### config.mk
export PLATFORM = sky130hd
export DESIGN_NAME = aclink_cmd_decoder
export DESIGN_NICKNAME = d
export VERILOG_FILES = /design/src/rtl/aclink_cmd_pkg.sv /design/src/rtl/aclink_frame_timer.sv /design/src/rtl/aclink_slot_shift.sv /design/src/rtl/aclink_cmd_qualifier.sv /design/src/rtl/aclink_cmd_decoder.sv
export SDC_FILE = /design/constraint.sdc
export NUM_CORES = 1
export LEC_CHECK = 0
export ABC_AREA = 1
export BUFFER_PORTS_ARGS = -buffer_cell sky130_fd_sc_hd__buf_4
export CORE_UTILIZATION = 66
export CTS_BUF_LIST = sky130_fd_sc_hd__clkbuf_4
export DETAILED_ROUTE_END_ITERATION = 8
export HOLD_SLACK_MARGIN = 0.06
export PLACE_DENSITY = 0.87
export SETUP_SLACK_MARGIN = 0.5
export SLEW_MARGIN = 20
export SYNTH_ARGS = -nofsm -noshare
export SYNTH_HDL_FRONTEND = slang
export SYNTH_SLANG_ARGS = --single-unit
### constraint.sdc
create_clock -name clk_i -period 4.64 [get_ports clk_i]
set_input_delay 0.464 -clock clk_i [delete_from_list [all_inputs] [get_ports clk_i]]
set_output_delay 0.464 -clock clk_i [all_outputs]
set_load 0.02 [all_outputs]
### src/rtl/aclink_cmd_pkg.sv
`timescale 1ns/1ps
package aclink_cmd_pkg;
  localparam int FRAME_BITS = 256;
  localparam int TAG_BITS   = 16;
  localparam int SLOT_BITS  = 20;
  localparam int ADDR_W     = 7;
  localparam int DATA_W     = 16;
  localparam int ID_W       = 2;
endpackage

### src/rtl/aclink_frame_timer.sv
`timescale 1ns/1ps
module aclink_frame_timer #(
  parameter int FRAME_BITS = aclink_cmd_pkg::FRAME_BITS,
  parameter int TAG_BITS   = aclink_cmd_pkg::TAG_BITS,
  parameter int SLOT_BITS  = aclink_cmd_pkg::SLOT_BITS
) (
  input  logic clk_i,
  input  logic rst_ni,
  input  logic sync_i,
  output logic tag_en_o,
  output logic s1_en_o,
  output logic s2_en_o,
  output logic s2_last_o
);
  localparam int CNT_W = $clog2(FRAME_BITS);
  localparam logic [CNT_W-1:0] LAST_IDX = CNT_W'(FRAME_BITS - 1);
  localparam logic [CNT_W-1:0] S1_FIRST = CNT_W'(TAG_BITS);
  localparam logic [CNT_W-1:0] S2_FIRST = CNT_W'(TAG_BITS + SLOT_BITS);
  localparam logic [CNT_W-1:0] S2_END   = CNT_W'(TAG_BITS + 2 * SLOT_BITS);

  logic             sync_q;
  logic             active_q;
  logic [CNT_W-1:0] cnt_q;
  logic             frame_start;
  logic             bit_vld;
  logic [CNT_W-1:0] bit_idx;

  assign frame_start = sync_i & ~sync_q;
  assign bit_vld     = frame_start | active_q;
  assign bit_idx     = frame_start ? '0 : cnt_q + CNT_W'(1);

  always_ff @(posedge clk_i or negedge rst_ni) begin
    if (!rst_ni) begin
      sync_q   <= 1'b0;
      active_q <= 1'b0;
      cnt_q    <= '0;
    end else begin
      sync_q <= sync_i;
      if (bit_vld) begin
        cnt_q    <= bit_idx;
        active_q <= (bit_idx != LAST_IDX);
      end
    end
  end

  assign tag_en_o  = bit_vld && (bit_idx < S1_FIRST);
  assign s1_en_o   = bit_vld && (bit_idx >= S1_FIRST) && (bit_idx < S2_FIRST);
  assign s2_en_o   = bit_vld && (bit_idx >= S2_FIRST) && (bit_idx < S2_END);
  assign s2_last_o = bit_vld && (bit_idx == S2_END - CNT_W'(1));

  assert_restart_R11: assert property (@(posedge clk_i) disable iff (!rst_ni)
    $rose(sync_i) |=> (cnt_q == '0) && active_q);

  assert_advance_R1: assert property (@(posedge clk_i) disable iff (!rst_ni)
    (active_q && !(sync_i && !sync_q)) |=> (cnt_q == $past(cnt_q) + CNT_W'(1)));
endmodule

### src/rtl/aclink_slot_shift.sv
`timescale 1ns/1ps
module aclink_slot_shift #(
  parameter int W = aclink_cmd_pkg::SLOT_BITS
) (
  input  logic         clk_i,
  input  logic         rst_ni,
  input  logic         en_i,
  input  logic         bit_i,
  output logic [W-1:0] q_o
);
  always_ff @(posedge clk_i or negedge rst_ni) begin
    if (!rst_ni)   q_o <= '0;
    else if (en_i) q_o <= {q_o[W-2:0], bit_i};
  end
endmodule

### src/rtl/aclink_cmd_qualifier.sv
`timescale 1ns/1ps
module aclink_cmd_qualifier #(
  parameter int TAG_BITS  = aclink_cmd_pkg::TAG_BITS,
  parameter int SLOT_BITS = aclink_cmd_pkg::SLOT_BITS,
  parameter int ADDR_W    = aclink_cmd_pkg::ADDR_W,
  parameter int DATA_W    = aclink_cmd_pkg::DATA_W,
  parameter int ID_W      = aclink_cmd_pkg::ID_W
) (
  input  logic                 clk_i,
  input  logic                 rst_ni,
  input  logic                 s2_last_i,
  input  logic [TAG_BITS-1:0]  tag_i,
  input  logic [SLOT_BITS-1:0] s1_i,
  input  logic [SLOT_BITS-1:0] s2_i,
  input  logic [ID_W-1:0]      codec_id_i,
  output logic                 acc_valid_o,
  output logic                 acc_read_o,
  output logic [ADDR_W-1:0]    acc_addr_o,
  output logic [DATA_W-1:0]    acc_wdata_o
);
  localparam int FV_BIT = TAG_BITS - 1;
  localparam int T1_BIT = TAG_BITS - 2;
  localparam int T2_BIT = TAG_BITS - 3;
  localparam int RD_BIT = SLOT_BITS - 1;
  localparam int A_LO   = SLOT_BITS - 1 - ADDR_W;
  localparam int D_LO   = SLOT_BITS - DATA_W;

  logic            done_q;
  logic            accept;
  logic            is_read;
  logic [ID_W-1:0] id_field;
  logic            unused_bits;

  assign id_field    = tag_i[ID_W-1:0];
  assign is_read     = s1_i[RD_BIT];
  assign unused_bits = ^{tag_i[T2_BIT-1:ID_W], s1_i[A_LO-1:0], s2_i[D_LO-1:0]};

  always_comb begin
    if (!tag_i[FV_BIT])
      accept = 1'b0;
    else if (codec_id_i == '0)
      accept = (id_field == '0) && tag_i[T1_BIT] && (is_read || tag_i[T2_BIT]);
    else
      accept = (id_field == codec_id_i);
  end

  always_ff @(posedge clk_i or negedge rst_ni) begin
    if (!rst_ni) begin
      done_q      <= 1'b0;
      acc_valid_o <= 1'b0;
      acc_read_o  <= 1'b0;
      acc_addr_o  <= '0;
      acc_wdata_o <= '0;
    end else begin
      done_q      <= s2_last_i;
      acc_valid_o <= done_q && accept;
      if (done_q && accept) begin
        acc_read_o  <= is_read;
        acc_addr_o  <= s1_i[RD_BIT-1:A_LO];
        acc_wdata_o <= is_read ? '0 : s2_i[SLOT_BITS-1:D_LO];
      end
    end
  end

  assert_single_pulse_R8: assert property (@(posedge clk_i) disable iff (!rst_ni)
    acc_valid_o |=> !acc_valid_o);

  assert_frame_valid_R2: assert property (@(posedge clk_i) disable iff (!rst_ni)
    acc_valid_o |-> $past(tag_i[FV_BIT]));

  assert_read_zero_R9: assert property (@(posedge clk_i) disable iff (!rst_ni)
    (acc_valid_o && acc_read_o) |-> (acc_wdata_o == '0));

  assert_hold_R10: assert property (@(posedge clk_i) disable iff (!rst_ni)
    !acc_valid_o |-> ($stable(acc_addr_o) && $stable(acc_wdata_o) && $stable(acc_read_o)));

  assert_sec_match_R6: assert property (@(posedge clk_i) disable iff (!rst_ni)
    (acc_valid_o && $past(codec_id_i) != '0) |-> ($past(tag_i[ID_W-1:0]) == $past(codec_id_i)));
endmodule

### src/rtl/aclink_cmd_decoder.sv
`timescale 1ns/1ps
module aclink_cmd_decoder
  import aclink_cmd_pkg::*;
#(
  parameter int FRAME_W = FRAME_BITS,
  parameter int TAG_W   = TAG_BITS,
  parameter int SLOT_W  = SLOT_BITS,
  parameter int AW      = ADDR_W,
  parameter int DW      = DATA_W,
  parameter int IDW     = ID_W
) (
  input  logic           clk_i,
  input  logic           rst_ni,
  input  logic           sync_i,
  input  logic           sdo_i,
  input  logic [IDW-1:0] codec_id_i,
  output logic           acc_valid_o,
  output logic           acc_read_o,
  output logic [AW-1:0]  acc_addr_o,
  output logic [DW-1:0]  acc_wdata_o
);
  logic              tag_en, s1_en, s2_en, s2_last;
  logic [TAG_W-1:0]  tag_q;
  logic [SLOT_W-1:0] s1_q, s2_q;

  aclink_frame_timer #(
    .FRAME_BITS(FRAME_W), .TAG_BITS(TAG_W), .SLOT_BITS(SLOT_W)
  ) u_timer (
    .clk_i, .rst_ni, .sync_i,
    .tag_en_o(tag_en), .s1_en_o(s1_en), .s2_en_o(s2_en), .s2_last_o(s2_last)
  );

  aclink_slot_shift #(.W(TAG_W)) u_tag (
    .clk_i, .rst_ni, .en_i(tag_en), .bit_i(sdo_i), .q_o(tag_q));
  aclink_slot_shift #(.W(SLOT_W)) u_s1 (
    .clk_i, .rst_ni, .en_i(s1_en), .bit_i(sdo_i), .q_o(s1_q));
  aclink_slot_shift #(.W(SLOT_W)) u_s2 (
    .clk_i, .rst_ni, .en_i(s2_en), .bit_i(sdo_i), .q_o(s2_q));

  aclink_cmd_qualifier #(
    .TAG_BITS(TAG_W), .SLOT_BITS(SLOT_W), .ADDR_W(AW), .DATA_W(DW), .ID_W(IDW)
  ) u_qual (
    .clk_i, .rst_ni, .s2_last_i(s2_last), .tag_i(tag_q), .s1_i(s1_q), .s2_i(s2_q),
    .codec_id_i, .acc_valid_o, .acc_read_o, .acc_addr_o, .acc_wdata_o
  );
endmodule

==> results.md <==
* Startpoint Class: flip-flop
* # rows at 27
* Crit-path most repeated cell: nand2_1
* Kind of critical path: flip-flop to flip-flop
* Fin crit share at 55.1%
* Post-cts resize count at 0
* Worst EP arrival at 2890 ps
* Worst Reg-to-Reg Cells at 11
* Slew margin rel. at 41.9%
* Pwr/cell area at 380 mW/mm²
* Clock buffer count from CTS at 9
* Crit path largest cell delay at 590 ps
* Switching pwr at 0.446 mW
* Gp weighted congestion at 0.892
* Pins over their slew limit at 0
* Clock root cell: clkbuf_4
* # diodes at 0
* Area of the multi-input gates at 0.00139 mm²
* Layout Nets at 453
* Syn_area_per_cell at 9.25 µm²
* Routed len/inst at 13.9 µm
* PortBufs at 30
* Clk_skew at 11.6 ps
* Clk pin slew, worst setup/hold paths at 140 ps
* Mapped Cells at 421
* Worst-margin pin slew at 872 ps
* # H-tree levels at 3
* Achievable Freq at 391 MHz
* Initial antenna violation count at 0
* RSZ-0062 raised after global routing: false
* Final ANT Viol Nets at 0
* Clock sink count at 92
* Sequential share of power at 58.4%
* Setup Viol. Count Final at 0
* Maximum clock path buffer count at 2
* Yosys reg bits at 92
* Tot GR Track Use at 26.1%
* Initial Util at 69.5%
* Fin. Hold Viols at 0
* Detailed Place HPWL at 4860 µm
* WHS Path Cells at 1
* Die height at 78.8 µm
* Post-CTS setup buffer count at 0
* Largest net degree at the start of global routing at 48
* Register-to-register setup slack at 2080 ps
* Register area share after synthesis at 59.1%
* Via count at 2888
* Share of cells above drive strength 1 at 15.3%
* Die area at 0.00621 mm²
* CP max stage cell: nand3_1
* Core area at 0.00561 mm²
* Residual DRC at 0
* Max-Cap Viols at 0
* Die X at 78.8 µm
* Syn_nets at 428
* Vias in the first global route at 2691
* Total of fill cells in the finished design at 400
* Internal at 1.18 mW
* WHS at 139 ps
* Maximum VDD drop at 0.227 mV
* R2r endpoint: u_s2.q_o[10]
* Leakage Power at 2.32 nW
* Vias per inst at 5.53
* First-pass GRT wire length at 12400 µm
* Grt ovf at 0
* Hold path startpoint: sync_i
* Register Area at 0.00230 mm²
* CP Max Fanout at 22
* Crit path capture: u_s2.q_o[10]
* Iter 0 DRT Violations at 226
* Area Overhead vs Synth at 9.44%
* Synthesis Warnings at 0
* Cell Chain, Critical Path: ha_1 > nand2_1 > inv_1 > nand2_1 > nand3_2 > nand3_1 > nand2_1 > nand2_2 > nand3_1 > nand2_1 > nand2_1
* Drt pass-1 iters at 4
* Comb pwr share at 12.2%
* # hold bufs at CTS at 1
* CTS tree: yes
* I/O pins at 31
* Hold Path Class: primary input to flip-flop
* Worst-Skew Late Latency at 430 ps
* Total Power at 1.62 mW
* Minimum clock period at 2560 ps
* Post-synth design cell area at 0.00390 mm²
* Setup TNS at 0 ps
* Status: finished, final reports clean
* Critical Path End Type: flip-flop
* Clock power frac at 29.4%
* Netlist cell types at 27
* Critical Path Start: u_timer.cnt_q[0]
* Critical Path RT at 4970 ps
* Drt total wl at 7240 µm
* Sw frac at 27.5%
* Reg-to-reg critical path startpoint: u_timer.cnt_q[0]
## synth_stat cells
master    number  share of area (%)
nand2_1      159                 15
dfrtp_1       92                 59
nand3_1       62                8.0
a22o_1        16                3.6
inv_1         15                1.4
nor2_1        13                1.3
o21ai_0       11                1.4
buf_2          7               0.90
nand2_2        6               0.96
buf_6          5                1.4
clkbuf_1       4               0.39
nand3_2        4                1.0
a21oi_1        3               0.39
buf_4          3               0.58
inv_2          3               0.29
nor2_2         3               0.48
nor2_4         3               0.87
nor3_1         3               0.39
a21oi_2        1               0.22
a31oi_1        1               0.16
clkinv_1       1              0.096
ha_1           1               0.32
nand2_4        1               0.29
nand3_4        1               0.45
o211ai_1       1               0.19
o21bai_1       1               0.19
o21bai_2       1               0.29
## layout by cell type (no fill, tap or decap), drive strengths merged
master,synthesis,layout
a31oi,1,1
nor3,3,3
nand2,166,166
clkbuf,4,9
clkinv,1,3
dlygate4sd3,0,1
a22o,16,16
bufinv,0,2
o21ai,11,11
inv,18,19
nor2,19,19
nand3,67,67
buf,15,32
dfrtp,92,92
o21bai,2,2
ha,1,1
clkinvlp,0,1
a21oi,4,4
o211ai,1,1
## worst max-delay path: cells and delay by family (launching register included)
| kind | cells | cell delay (ps) |
|---|---|---|
| adder cells (fa/ha/maj) | 1 | 240 |
| AND/OR/NAND/NOR | 9 | 1730 |
| buffers and inverters | 1 | 60 |
| flip-flops | 1 | 430 |
## power groups by stage
| stage | registers, mW | logic (mW) | clock network (mW) |
|---|---|---|---|
| after floorplan | 0.948 | 0.156 | 0 |
| after global placement | 0.958 | 0.190 | 0 |
| after detailed placement | 0.962 | 0.198 | 0 |
| after CTS | 0.947 | 0.200 | 0.485 |
| after global routing | 0.961 | 0.231 | 0.515 |
| final | 0.948 | 0.197 | 0.477 |
## cells by family (layout without fill, tap and decap cells)
| group | count (synthesis) | after routing | share of synthesized area (%) |
|---|---|---|---|
| AO/OA/AOI/OAI | 35 | 35 | 6.45 |
| adder cells (fa/ha/maj) | 1 | 1 | 0.321 |
| buffers and inverters | 38 | 67 | 5.14 |
| flip-flops | 92 | 92 | 59.1 |
| AND/OR/NAND/NOR | 255 | 255 | 29.0 |
## cell type report
| class | count | share of cell area (%) |
|---|---|---|
| flip-flops and latches | 92 | 54.0 |
| multi-input cells | 291 | 32.7 |
| repair buffers | 33 | 5.87 |
| well taps | 72 | 2.11 |
| clock inverters | 6 | 2.08 |
| inverters | 19 | 1.67 |
| clock buffers | 9 | 1.58 |
## sequential cells by signal, indices dropped and copies added, names as in the netlist
register	cells
u_s1.q_o	20
u_s2.q_o	20
u_qual.acc_wdata_o	16
u_tag.q_o	16
u_timer.cnt_q	8
u_qual.acc_addr_o	7
u_qual.acc_read_o	1
u_qual.acc_valid_o	1
u_qual.done_q	1
u_timer.active_q	1
u_timer.sync_q	1
## how the worst min path moves through the flow
stage | endpoint
floorplan | u_qual.acc_addr_o[0]
global placement | u_s2.q_o[0]
detailed placement | u_s1.q_o[6]
CTS | u_timer.sync_q
global route | u_timer.sync_q
finish | u_timer.sync_q
## routing by layer
layer	vias up	track usage, %	part of all wire, %
met3	12	6.32	4.3
met2	70	43.1	49
li1	1410	-	-
met1	1396	34.7	45
met4	0	7.45	1.3
met5	-	0	0
## stage by stage
step	instances	utilization [%]	instance area [µm²]	setup slack [ps]
3_5_place_dp	506	73.1	4100	1970
4_1_cts	522	76.0	4260	2090
2_1_floorplan	421	-	3900	3000
6_report	522	76.0	4260	2080
5_1_grt	522	76.0	4260	1760
3_3_place_gp	506	73.1	4100	2010
No activity file was read; power rests on OpenSTA's default activity.
